`config.mk`:
```
export PLATFORM = sky130hd
export DESIGN_NAME = dir_tracker
export DESIGN_NICKNAME = d
export VERILOG_FILES = /design/src/rtl/dir_pkg.sv /design/src/rtl/dir_ctrl.sv /design/src/rtl/dir_datapath.sv /design/src/rtl/dir_tracker.sv
export SDC_FILE = /design/constraint.sdc
export NUM_CORES = 1
export LEC_CHECK = 0
export CORE_ASPECT_RATIO = 1.25
export CORE_MARGIN = 5
export CORE_UTILIZATION = 45
export DETAILED_ROUTE_END_ITERATION = 6
export PLACE_DENSITY = 0.66
export SYNTH_ARGS = -nofsm -noshare
export SYNTH_HDL_FRONTEND = slang
export SYNTH_SLANG_ARGS = --single-unit
```
`constraint.sdc`:
```
create_clock -name clk -period 6 [get_ports clk]
set_input_delay 1.2 -clock clk [delete_from_list [all_inputs] [get_ports clk]]
set_output_delay 1.2 -clock clk [all_outputs]
set_load 0.01 [all_outputs]
```
`src/rtl/dir_pkg.sv`:
```
package dir_pkg;

  typedef enum logic [1:0] {ST_I = 2'd0, ST_S = 2'd1, ST_O = 2'd2, ST_M = 2'd3} lineState_e;

  typedef enum logic [1:0] {
    MSG_GETS = 2'd0, MSG_GETX = 2'd1, MSG_PUT = 2'd2, MSG_UNBLOCK = 2'd3
  } msg_e;

  typedef enum logic [2:0] {
    RSP_RETRY = 3'd0, RSP_MEMDATA = 3'd1, RSP_FWD = 3'd2, RSP_GRANT = 3'd3, RSP_WBACK = 3'd4
  } rsp_e;

  // strobes from control to datapath
  typedef struct packed {
    logic       respond;
    rsp_e       kind;
    logic       wrState;
    lineState_e nextState;
    logic       addSharer;
    logic       clearSharers;
    logic       setOwner;
    logic       setBusy;
    logic       clearBusy;
    logic       sendInv;
    logic       memRd;
    logic       memWr;
  } ctrlStrobe_t;

endpackage

```
`src/rtl/dir_ctrl.sv`:
```
module dir_ctrl
  import dir_pkg::*;
(
  input  logic        reqValid,
  input  logic [1:0]  reqType,
  input  lineState_e  curState,
  input  logic        curBusy,
  input  logic        isOwner,
  input  logic        isPending,
  input  logic        hasSharers,
  output ctrlStrobe_t strobe
);

  logic ownedLine;
  assign ownedLine = (curState == ST_M) || (curState == ST_O);

  always_comb begin
    strobe = '0;
    if (reqValid) begin
      if (msg_e'(reqType) == MSG_UNBLOCK) begin
        strobe.clearBusy = curBusy && isPending;
      end else if (curBusy) begin
        strobe.respond = 1'b1;
        strobe.kind    = RSP_RETRY;
      end else begin
        strobe.respond = 1'b1;
        case (msg_e'(reqType))
          MSG_GETS: begin
            strobe.addSharer = 1'b1;
            strobe.setBusy   = 1'b1;
            strobe.wrState   = 1'b1;
            if (ownedLine) begin
              strobe.kind      = RSP_FWD;
              strobe.nextState = ST_O;
            end else begin
              strobe.kind      = RSP_MEMDATA;
              strobe.memRd     = 1'b1;
              strobe.nextState = ST_S;
            end
          end
          MSG_GETX: begin
            strobe.sendInv      = 1'b1;
            strobe.clearSharers = 1'b1;
            strobe.setOwner     = 1'b1;
            strobe.setBusy      = 1'b1;
            strobe.wrState      = 1'b1;
            strobe.nextState    = ST_M;
            if (ownedLine) begin
              strobe.kind = isOwner ? RSP_GRANT : RSP_FWD;
            end else begin
              strobe.kind  = RSP_MEMDATA;
              strobe.memRd = 1'b1;
            end
          end
          default: begin
            strobe.kind = RSP_WBACK;
            if (ownedLine && isOwner) begin
              strobe.memWr     = 1'b1;
              strobe.wrState   = 1'b1;
              strobe.nextState = hasSharers ? ST_S : ST_I;
            end
          end
        endcase
      end
    end
  end

endmodule

```
`src/rtl/dir_datapath.sv`:
```
module dir_datapath
  import dir_pkg::*;
#(
  parameter int NUM_NODES = 4,
  parameter int NUM_LINES = 4,
  localparam int NW = $clog2(NUM_NODES),
  localparam int LW = $clog2(NUM_LINES),
  localparam int CW = $clog2(NUM_NODES + 1)
) (
  input  logic                 clk,
  input  logic                 rstN,
  input  logic [NW-1:0]        reqNode,
  input  logic [LW-1:0]        reqLine,
  input  ctrlStrobe_t          strobe,
  output lineState_e           curState,
  output logic                 curBusy,
  output logic                 isOwner,
  output logic                 isPending,
  output logic                 hasSharers,
  output logic                 rspValid,
  output logic [2:0]           rspKind,
  output logic [NW-1:0]        rspDest,
  output logic [NW-1:0]        rspOwner,
  output logic [NUM_NODES-1:0] invMask,
  output logic [CW-1:0]        ackCount,
  output logic                 memRdEn,
  output logic                 memWrEn,
  output logic [LW-1:0]        rspLine
);

  lineState_e           stateQ   [NUM_LINES];
  logic [NW-1:0]        ownerQ   [NUM_LINES];
  logic [NW-1:0]        pendQ    [NUM_LINES];
  logic [NUM_NODES-1:0] sharersQ [NUM_LINES];
  logic [NUM_LINES-1:0] busyQ;

  logic [NUM_NODES-1:0] reqBit;
  logic [NUM_NODES-1:0] invNext;
  logic [CW-1:0]        ackNext;

  always_comb begin
    for (int i = 0; i < NUM_NODES; i++) reqBit[i] = (reqNode == NW'(i));
  end

  assign curState   = stateQ[reqLine];
  assign curBusy    = busyQ[reqLine];
  assign isOwner    = (ownerQ[reqLine] == reqNode);
  assign isPending  = (pendQ[reqLine] == reqNode);
  assign hasSharers = |sharersQ[reqLine];
  assign invNext    = strobe.sendInv ? (sharersQ[reqLine] & ~reqBit) : '0;

  always_comb begin
    ackNext = '0;
    for (int i = 0; i < NUM_NODES; i++) ackNext = ackNext + CW'(invNext[i]);
  end

  generate
    for (genvar g = 0; g < NUM_LINES; g++) begin : gLine
      logic hit;
      assign hit = (reqLine == LW'(g));

      always_ff @(posedge clk) begin
        if (!rstN) begin
          stateQ[g]   <= ST_I;
          ownerQ[g]   <= '0;
          pendQ[g]    <= '0;
          sharersQ[g] <= '0;
          busyQ[g]    <= 1'b0;
        end else if (hit) begin
          if (strobe.wrState) stateQ[g] <= strobe.nextState;
          if (strobe.setOwner) ownerQ[g] <= reqNode;
          if (strobe.clearSharers) sharersQ[g] <= '0;
          else if (strobe.addSharer) sharersQ[g] <= sharersQ[g] | reqBit;
          if (strobe.setBusy) begin
            busyQ[g] <= 1'b1;
            pendQ[g] <= reqNode;
          end else if (strobe.clearBusy) begin
            busyQ[g] <= 1'b0;
          end
        end
      end

      AST_M_NO_SHARERS: assert property (@(posedge clk) disable iff (!rstN)
        stateQ[g] == ST_M |-> sharersQ[g] == '0);
      AST_I_NO_SHARERS: assert property (@(posedge clk) disable iff (!rstN)
        stateQ[g] == ST_I |-> sharersQ[g] == '0);
    end
  endgenerate

  always_ff @(posedge clk) begin
    if (!rstN) begin
      rspValid <= 1'b0;
      rspKind  <= '0;
      rspDest  <= '0;
      rspOwner <= '0;
      invMask  <= '0;
      ackCount <= '0;
      memRdEn  <= 1'b0;
      memWrEn  <= 1'b0;
      rspLine  <= '0;
    end else begin
      rspValid <= strobe.respond;
      rspKind  <= strobe.kind;
      rspDest  <= reqNode;
      rspOwner <= ownerQ[reqLine];
      invMask  <= invNext;
      ackCount <= ackNext;
      memRdEn  <= strobe.memRd;
      memWrEn  <= strobe.memWr;
      rspLine  <= reqLine;
    end
  end

  AST_INV_SKIPS_REQ: assert property (@(posedge clk) disable iff (!rstN)
    rspValid |-> !invMask[rspDest]);
  AST_MEM_ONE_DIR: assert property (@(posedge clk) disable iff (!rstN)
    !(memRdEn && memWrEn));
  AST_FWD_TO_OTHER: assert property (@(posedge clk) disable iff (!rstN)
    rspValid && rspKind == RSP_FWD |-> rspOwner != rspDest);

endmodule

```
`src/rtl/dir_tracker.sv`:
```
module dir_tracker
  import dir_pkg::*;
#(
  parameter int NUM_NODES = 4,
  parameter int NUM_LINES = 4,
  localparam int NW = $clog2(NUM_NODES),
  localparam int LW = $clog2(NUM_LINES),
  localparam int CW = $clog2(NUM_NODES + 1)
) (
  input  logic                 clk,
  input  logic                 rstN,
  input  logic                 reqValid,
  input  logic [1:0]           reqType,
  input  logic [NW-1:0]        reqNode,
  input  logic [LW-1:0]        reqLine,
  output logic                 rspValid,
  output logic [2:0]           rspKind,
  output logic [NW-1:0]        rspDest,
  output logic [NW-1:0]        rspOwner,
  output logic [NUM_NODES-1:0] invMask,
  output logic [CW-1:0]        ackCount,
  output logic                 memRdEn,
  output logic                 memWrEn,
  output logic [LW-1:0]        rspLine
);

  ctrlStrobe_t strobe;
  lineState_e  curState;
  logic        curBusy, isOwner, isPending, hasSharers;

  dir_ctrl uCtrl (
    .reqValid  (reqValid),
    .reqType   (reqType),
    .curState  (curState),
    .curBusy   (curBusy),
    .isOwner   (isOwner),
    .isPending (isPending),
    .hasSharers(hasSharers),
    .strobe    (strobe)
  );

  dir_datapath #(.NUM_NODES(NUM_NODES), .NUM_LINES(NUM_LINES)) uPath (
    .clk       (clk),
    .rstN      (rstN),
    .reqNode   (reqNode),
    .reqLine   (reqLine),
    .strobe    (strobe),
    .curState  (curState),
    .curBusy   (curBusy),
    .isOwner   (isOwner),
    .isPending (isPending),
    .hasSharers(hasSharers),
    .rspValid  (rspValid),
    .rspKind   (rspKind),
    .rspDest   (rspDest),
    .rspOwner  (rspOwner),
    .invMask   (invMask),
    .ackCount  (ackCount),
    .memRdEn   (memRdEn),
    .memWrEn   (memWrEn),
    .rspLine   (rspLine)
  );

  AST_BUSY_RETRY: assert property (@(posedge clk) disable iff (!rstN)
    reqValid && curBusy && reqType != 2'd3 |=> rspValid && rspKind == 3'd0);
  AST_UNBLOCK_QUIET: assert property (@(posedge clk) disable iff (!rstN)
    reqValid && reqType == 2'd3 |=> !rspValid);

endmodule

```
==> out/summary.txt, run 1 <==
outcome: finished clean
CP startpoint kind: input pin
CTS Buf Count: 9
hold buffer count at CTS: 0
multi-input logic area: 1070 um^2
WL/cell: 16.9 um
unrepaired setup endpoints after global routing: no
Top delay family on crit path: adder cells
number of port buffers: 27
IO Count: 28
Horiz. Die Dim: 79.3 um
DP HPWL: 3960 um
Flop pwr share: 0.550
top cells by area, synth: edfxtp_1 40%, dfxtp_1 17%, mux4_2 5.8%, nor2_1 5.3%, o21a_1 4.4%
most frequent cell after synthesis: nor2_1
Clk pwr share: 0.344
first-pass GRT wire length: 9400 um
Peak Freq: 256 MHz
Nets: 263
Synthesized Nets: 237
post-CTS setup buffers: 0
Rel. slew slack: 0.592
Final Hold Vio Count: 0
minimum period implied by the final worst setup slack: 3.91 ns
net switching power: 200 uW
total number of vias: 1773
Max stage delay on crit path: 0.60 ns
Die Area: 7670 um^2
CP Capture Type: flop
clock sinks: 59
Synth area leader: edfxtp_1
largest buffer count on any clock path: 2
share of post-route cells with drive strength above 1: 0.109
static power due to leakage: 0.00115 uW
Final WS setup: 2.09 ns
Req. time, crit path: 6.24 ns
Int Power: 628 uW
maxcap violations: 0
Fillers: 507
combinational share of power: 0.106
Worst Max-Slew Pin Slew: 0.610 ns
initial antenna violation count: 0
synthesized area: 2710 um^2
power per cell area: 262 nW/um^2
Yosys reg bits: 59
H-tree levels: 3
Initial Util: 0.465
clk slew on worst S/H paths: 0.06 ns
r2r setup slk: 3.38 ns
top cell type's share of synthesized area: 0.400
max-slew violations: 0
site row count: 31
Setup CP Type: input pin to flop
CTS tree: yes
total grt overflow: 0
CP cell instances: clkdlybuf4s50_1 -> buf_4 -> mux4_2 -> nor2_1 -> nand2_1 -> nor2_1 -> ha_1 -> fa_1 -> ha_1 -> and2_1
Setup violations, final: 0
largest net degree at the start of global routing: 22
Arr. time, crit path: 4.15 ns
setup TNS: 0 ns
Ys Warns: 0
GRT Total Usage: 0.162
Setup Skew: 0.00464 ns
worst path bufs/invs: 2
crit-path max FO: 15
RePlAce Congestion: 0.766
min-delay src: uPath.busyQ[3]$_SDFFE_PN0P_
DRT iter0 DRCs: 106
main flop type after synthesis: edfxtp_1
CTS Root Cell: clkbuf_8
Area Overhead vs Synth: 16.6%
Post-Syn Area per Cell: 12.0 um^2
post-route ant nets: 0
drt via density: 5.51
die height: 96.7 um
crit path max-delay cell type: mux4_2
most instantiated cells after synthesis: 38 x nor2_1, 36 x edfxtp_1, 23 x dfxtp_1
post-synthesis cell type count: 43
peak supply drop: 0.172 mV
drt pass-1 iters: 4
Hold Path Class: flop to flop
sequential fraction of the synthesis area: 0.570
Switching Fraction: 0.241
CTS resizes: 0
number of synthesized flops with an enable pin: 36
# diodes: 0
final worst-path cycle share: 0.652
worst r2r src: uPath.busyQ[3]$_SDFFE_PN0P_
worst setup path startpoint: reqLine[0]
pre-CTS setup slack: 1.72 ns
number of global-route vias before repair: 1838
DR DRC count: 0
Post-Syn Instances: 225
async set-reset flop share out of synthesis: 0
final WL: 5450 um
clock latency on the worst-skew pair: 0.34 ns
Core Area: 5820 um^2
register area: 1540 um^2
state kept, by name, summed over array words and instances (netlist names):
register	count
uPath.ackCount	3
uPath.busyQ	4
uPath.invMask	4
uPath.memRdEn	1
uPath.memWrEn	1
uPath.ownerQ	8
uPath.pendQ	8
uPath.rspDest	2
uPath.rspKind	3
uPath.rspLine	2
uPath.rspOwner	2
uPath.rspValid	1
uPath.sharersQ	16
uPath.stateQ	4
metrics by stage:
step                area [um^2]  utilization  instances  total power, uW  hold slack (ns)
floorplan                  2710            -        225              522            0.462
global route               3150        0.542        322              865            0.546
global placement           3000        0.516        306              551            0.481
finish                     3150        0.542        322              827            0.535
CTS                        3150        0.542        322              837            0.528
detailed placement         3000        0.516        306              552            0.520
per-layer routing:
metal	routed length, um	share of wire	track usage	vias up
met5	0	0	0	-
met4	167	0.031	0.0926	0
met3	233	0.043	0.0372	12
met2	2760	0.51	0.263	49
met1	2290	0.42	0.193	864
li1	-	-	-	848
placed cells by master, fill, tap and decap left out, types with 2 or more instances in the layout:
cell,Yosys,layout
clkinv_1,0,6
dfxtp_1,23,23
o21bai_1,3,3
clkbuf_8,0,9
edfxtp_1,36,36
and2_1,9,9
ha_1,2,2
nor2_1,38,38
xor2_1,3,3
or3_1,4,4
nand2b_1,7,7
nand3_1,2,2
o21ai_0,8,8
nor3_1,2,2
mux4_1,2,2
mux4_2,7,7
nor2b_1,2,2
buf_4,0,3
xnor2_4,2,2
inv_1,3,3
o21a_1,16,16
nand2_1,17,17
a21oi_1,3,3
nor2_2,3,3
clkdlybuf4s50_1,0,27
power by group through the flow:
stage / Clock, uW / Combinational, uW / Sequential, uW
after floorplan: 0 / 59.1 / 463
after global placement: 0 / 88.3 / 463
after detailed placement: 0 / 88.9 / 463
after CTS: 292 / 89.3 / 455
after global routing: 312 / 96.9 / 456
final: 284 / 88.1 / 455
kinds of logic (layout without fill, tap and decap cells):
group,after synthesis,in the layout,synth area share
AO/OA/AOI/OAI,35,35,0.0888
XOR/XNOR,6,6,0.0333
adder cells (fa/ha/maj),3,3,0.0167
buffers and inverters,18,49,0.0328
flip-flops,59,59,0.570
multiplexers,10,10,0.0814
AND/OR/NAND/NOR,94,94,0.177
final cells by class:
type | instances | area share
flip-flops and latches | 59 | 0.489
multi-input cells | 148 | 0.341
repair buffers | 30 | 0.0929
clock buffers | 10 | 0.0405
well taps | 66 | 0.0262
clock inverters | 6 | 0.00714
inverters | 3 | 0.00357
path summary, 6_finish.rpt:
path,end,depth (start not counted)
max,uPath.ackCount[1]$_SDFF_PN0_,10
max reg2reg,uPath.ackCount[1]$_SDFF_PN0_,8
min,uPath.busyQ[3]$_SDFFE_PN0P_,1
min reg2reg,uPath.busyQ[3]$_SDFFE_PN0P_,1
Power figures use the tool's default switching activity.
==> run 2, diff against run 1 <==
==> constraint.sdc (replaced) <==
create_clock -name clk -period 4 [get_ports clk]
set_input_delay 0.8 -clock clk [delete_from_list [all_inputs] [get_ports clk]]
set_output_delay 0.8 -clock clk [all_outputs]
set_load 0.01 [all_outputs]
==> run 2 against run 1 <==
  * Worst hold slack hardly changed
  * Total power is 78% higher
  * Die area stayed put
  * Combinational power is 56% higher
  * Clock skew is 0.0033 ns higher
  * Register-to-register slack worse by 2.0 ns
  * Clock power is 130% higher
  * Non-clock buffer count is 6 higher
  * Sequential cell count stayed put
  * Utilization is 2.3 points higher
  * Sequential power is 50% higher
==> out/summary.txt, run 2 (synthesized netlist as in run 1, its figures left out) <==
outcome: finished clean
Die Area: 7670 um^2
CTS Buf Count: 9
commonest non-fill, non-tap cells in the layout: 38 x nor2_1, 36 x edfxtp_1, 27 x clkdlybuf4s50_1
Arr. time, crit path: 3.51 ns
number of global-route vias before repair: 1757
post-layout util: 0.565
H-tree levels: 3
total grt overflow: 0
min-delay src: uPath.busyQ[3]$_SDFFE_PN0P_
post-route insts no fill: 328
first-pass GRT wire length: 8830 um
drt pass-1 iters: 5
pre-CTS setup slack: 0.368 ns
drt via density: 5.48
power per cell area: 449 nW/um^2
post-CTS setup buffers: 0
Worst Max-Slew Pin Slew: 0.372 ns
CTS tree: yes
Setup CP Type: input pin to flop
DP HPWL: 4030 um
max reg flops: 16
largest net degree at the start of global routing: 33
clock sinks: 59
CP Capture Type: flop
total number of vias: 1796
maxcap violations: 0
DRT iter0 DRCs: 122
post-route ant nets: 0
crit-path max FO: 6
Rel. slew slack: 0.751
Core Area: 5820 um^2
DR DRC count: 0
initial antenna violation count: 0
max-slew violations: 0
Final WS setup: 0.737 ns
worst setup path startpoint: reqLine[0]
multi-input logic area: 1070 um^2
IO Count: 28
Peak Freq: 306 MHz
minimum period implied by the final worst setup slack: 3.26 ns
final worst-path cycle share: 0.816
Nets: 269
Initial Util: 0.465
worst r2r src: uPath.busyQ[3]$_SDFFE_PN0P_
share of post-route cells with drive strength above 1: 0.149
CTS Root Cell: clkbuf_8
WL/cell: 17.1 um
RePlAce Congestion: 0.787
clk slew on worst S/H paths: 0.07 ns
# diodes: 0
final WL: 5620 um
peak supply drop: 0.188 mV
Tot Pwr: 1480 uW
number of port buffers: 27
site row count: 31
Final Hold Vio Count: 0
register area: 1540 um^2
unrepaired setup endpoints after global routing: no
static power due to leakage: 0.00122 uW
commonest non-fill, non-tap cell in the layout: nor2_1
Largest Register: uPath.sharersQ
setup TNS: 0 ns
die height: 96.7 um
Horiz. Die Dim: 79.3 um
Setup violations, final: 0
GRT Total Usage: 0.156
clock latency on the worst-skew pair: 0.35 ns
CTS resizes: 0
Top Registers: uPath.sharersQ (16), uPath.ownerQ (8), uPath.pendQ (8)
placed insts: 312
Hold Path Class: flop to flop
CP startpoint kind: input pin
hold buffer count at CTS: 0
Setup Skew: 0.00790 ns
Area Overhead vs Synth: 21.6%
Fillers: 508
Req. time, crit path: 4.24 ns
largest buffer count on any clock path: 2
[run 2: cell types whose count changed in the layout (fill, tap and decap cells not counted), sizes merged]
cell,previous run,this run
buf,3,9
clkinv,6,3
bufinv,0,3
[run 2: critical path, cell delays in order]
cell             delay [ns]
clkdlybuf4s50_1        0.51
mux4_2                 0.60
nor2_1                 0.27
nand2_1                0.16
nor2_1                 0.13
ha_1                   0.25
fa_1                   0.37
ha_1                   0.27
and2_1                 0.15
[run 2: cell type report]
| class | instances | share of cell area |
|---|---|---|
| clock inverter | 6 | 0.0312 |
| timing repair buffer | 36 | 0.103 |
| tap | 66 | 0.0251 |
| sequential | 59 | 0.469 |
| multi-input combinational | 148 | 0.327 |
| clock buffer | 10 | 0.0419 |
| inverter | 3 | 0.00342 |
[run 2: layer usage]
| layer | vias to the layer above | global-route usage | wire [um] |
|---|---|---|---|
| met5 | - | 0 | 0 |
| met3 | 15 | 0.0344 | 200 |
| met2 | 58 | 0.243 | 2760 |
| li1 | 857 | - | - |
| met1 | 866 | 0.195 | 2480 |
| met4 | 0 | 0.0992 | 176 |
[run 2: final timing paths]
| path | endpoint | depth (start not counted) | slack [ns] |
|---|---|---|---|
| worst max register to register | uPath.ackCount[1]$_SDFF_PN0_ | 8 | 1.39 |
| worst min register to register | uPath.busyQ[3]$_SDFFE_PN0P_ | 1 | 0.54 |
| worst min-delay path | uPath.busyQ[3]$_SDFFE_PN0P_ | 1 | 0.54 |
| worst max-delay path | uPath.ackCount[1]$_SDFF_PN0_ | 9 | 0.74 |
[run 2: through the flow]
stage | hold slack (ns) | area [um^2]
after floorplan | 0.462 | 2710
after detailed placement | 0.506 | 3050
final | 0.535 | 3290
after CTS | 0.525 | 3290
after global routing | 0.564 | 3290
after global placement | 0.503 | 3050
[run 2: power by group]
part / leakage (uW) / internal [uW] / switching, uW
sequential: 0.000554 / 671 / 9.87
combinational: 0.000546 / 62.0 / 75.3
clock: 0.000121 / 425 / 233
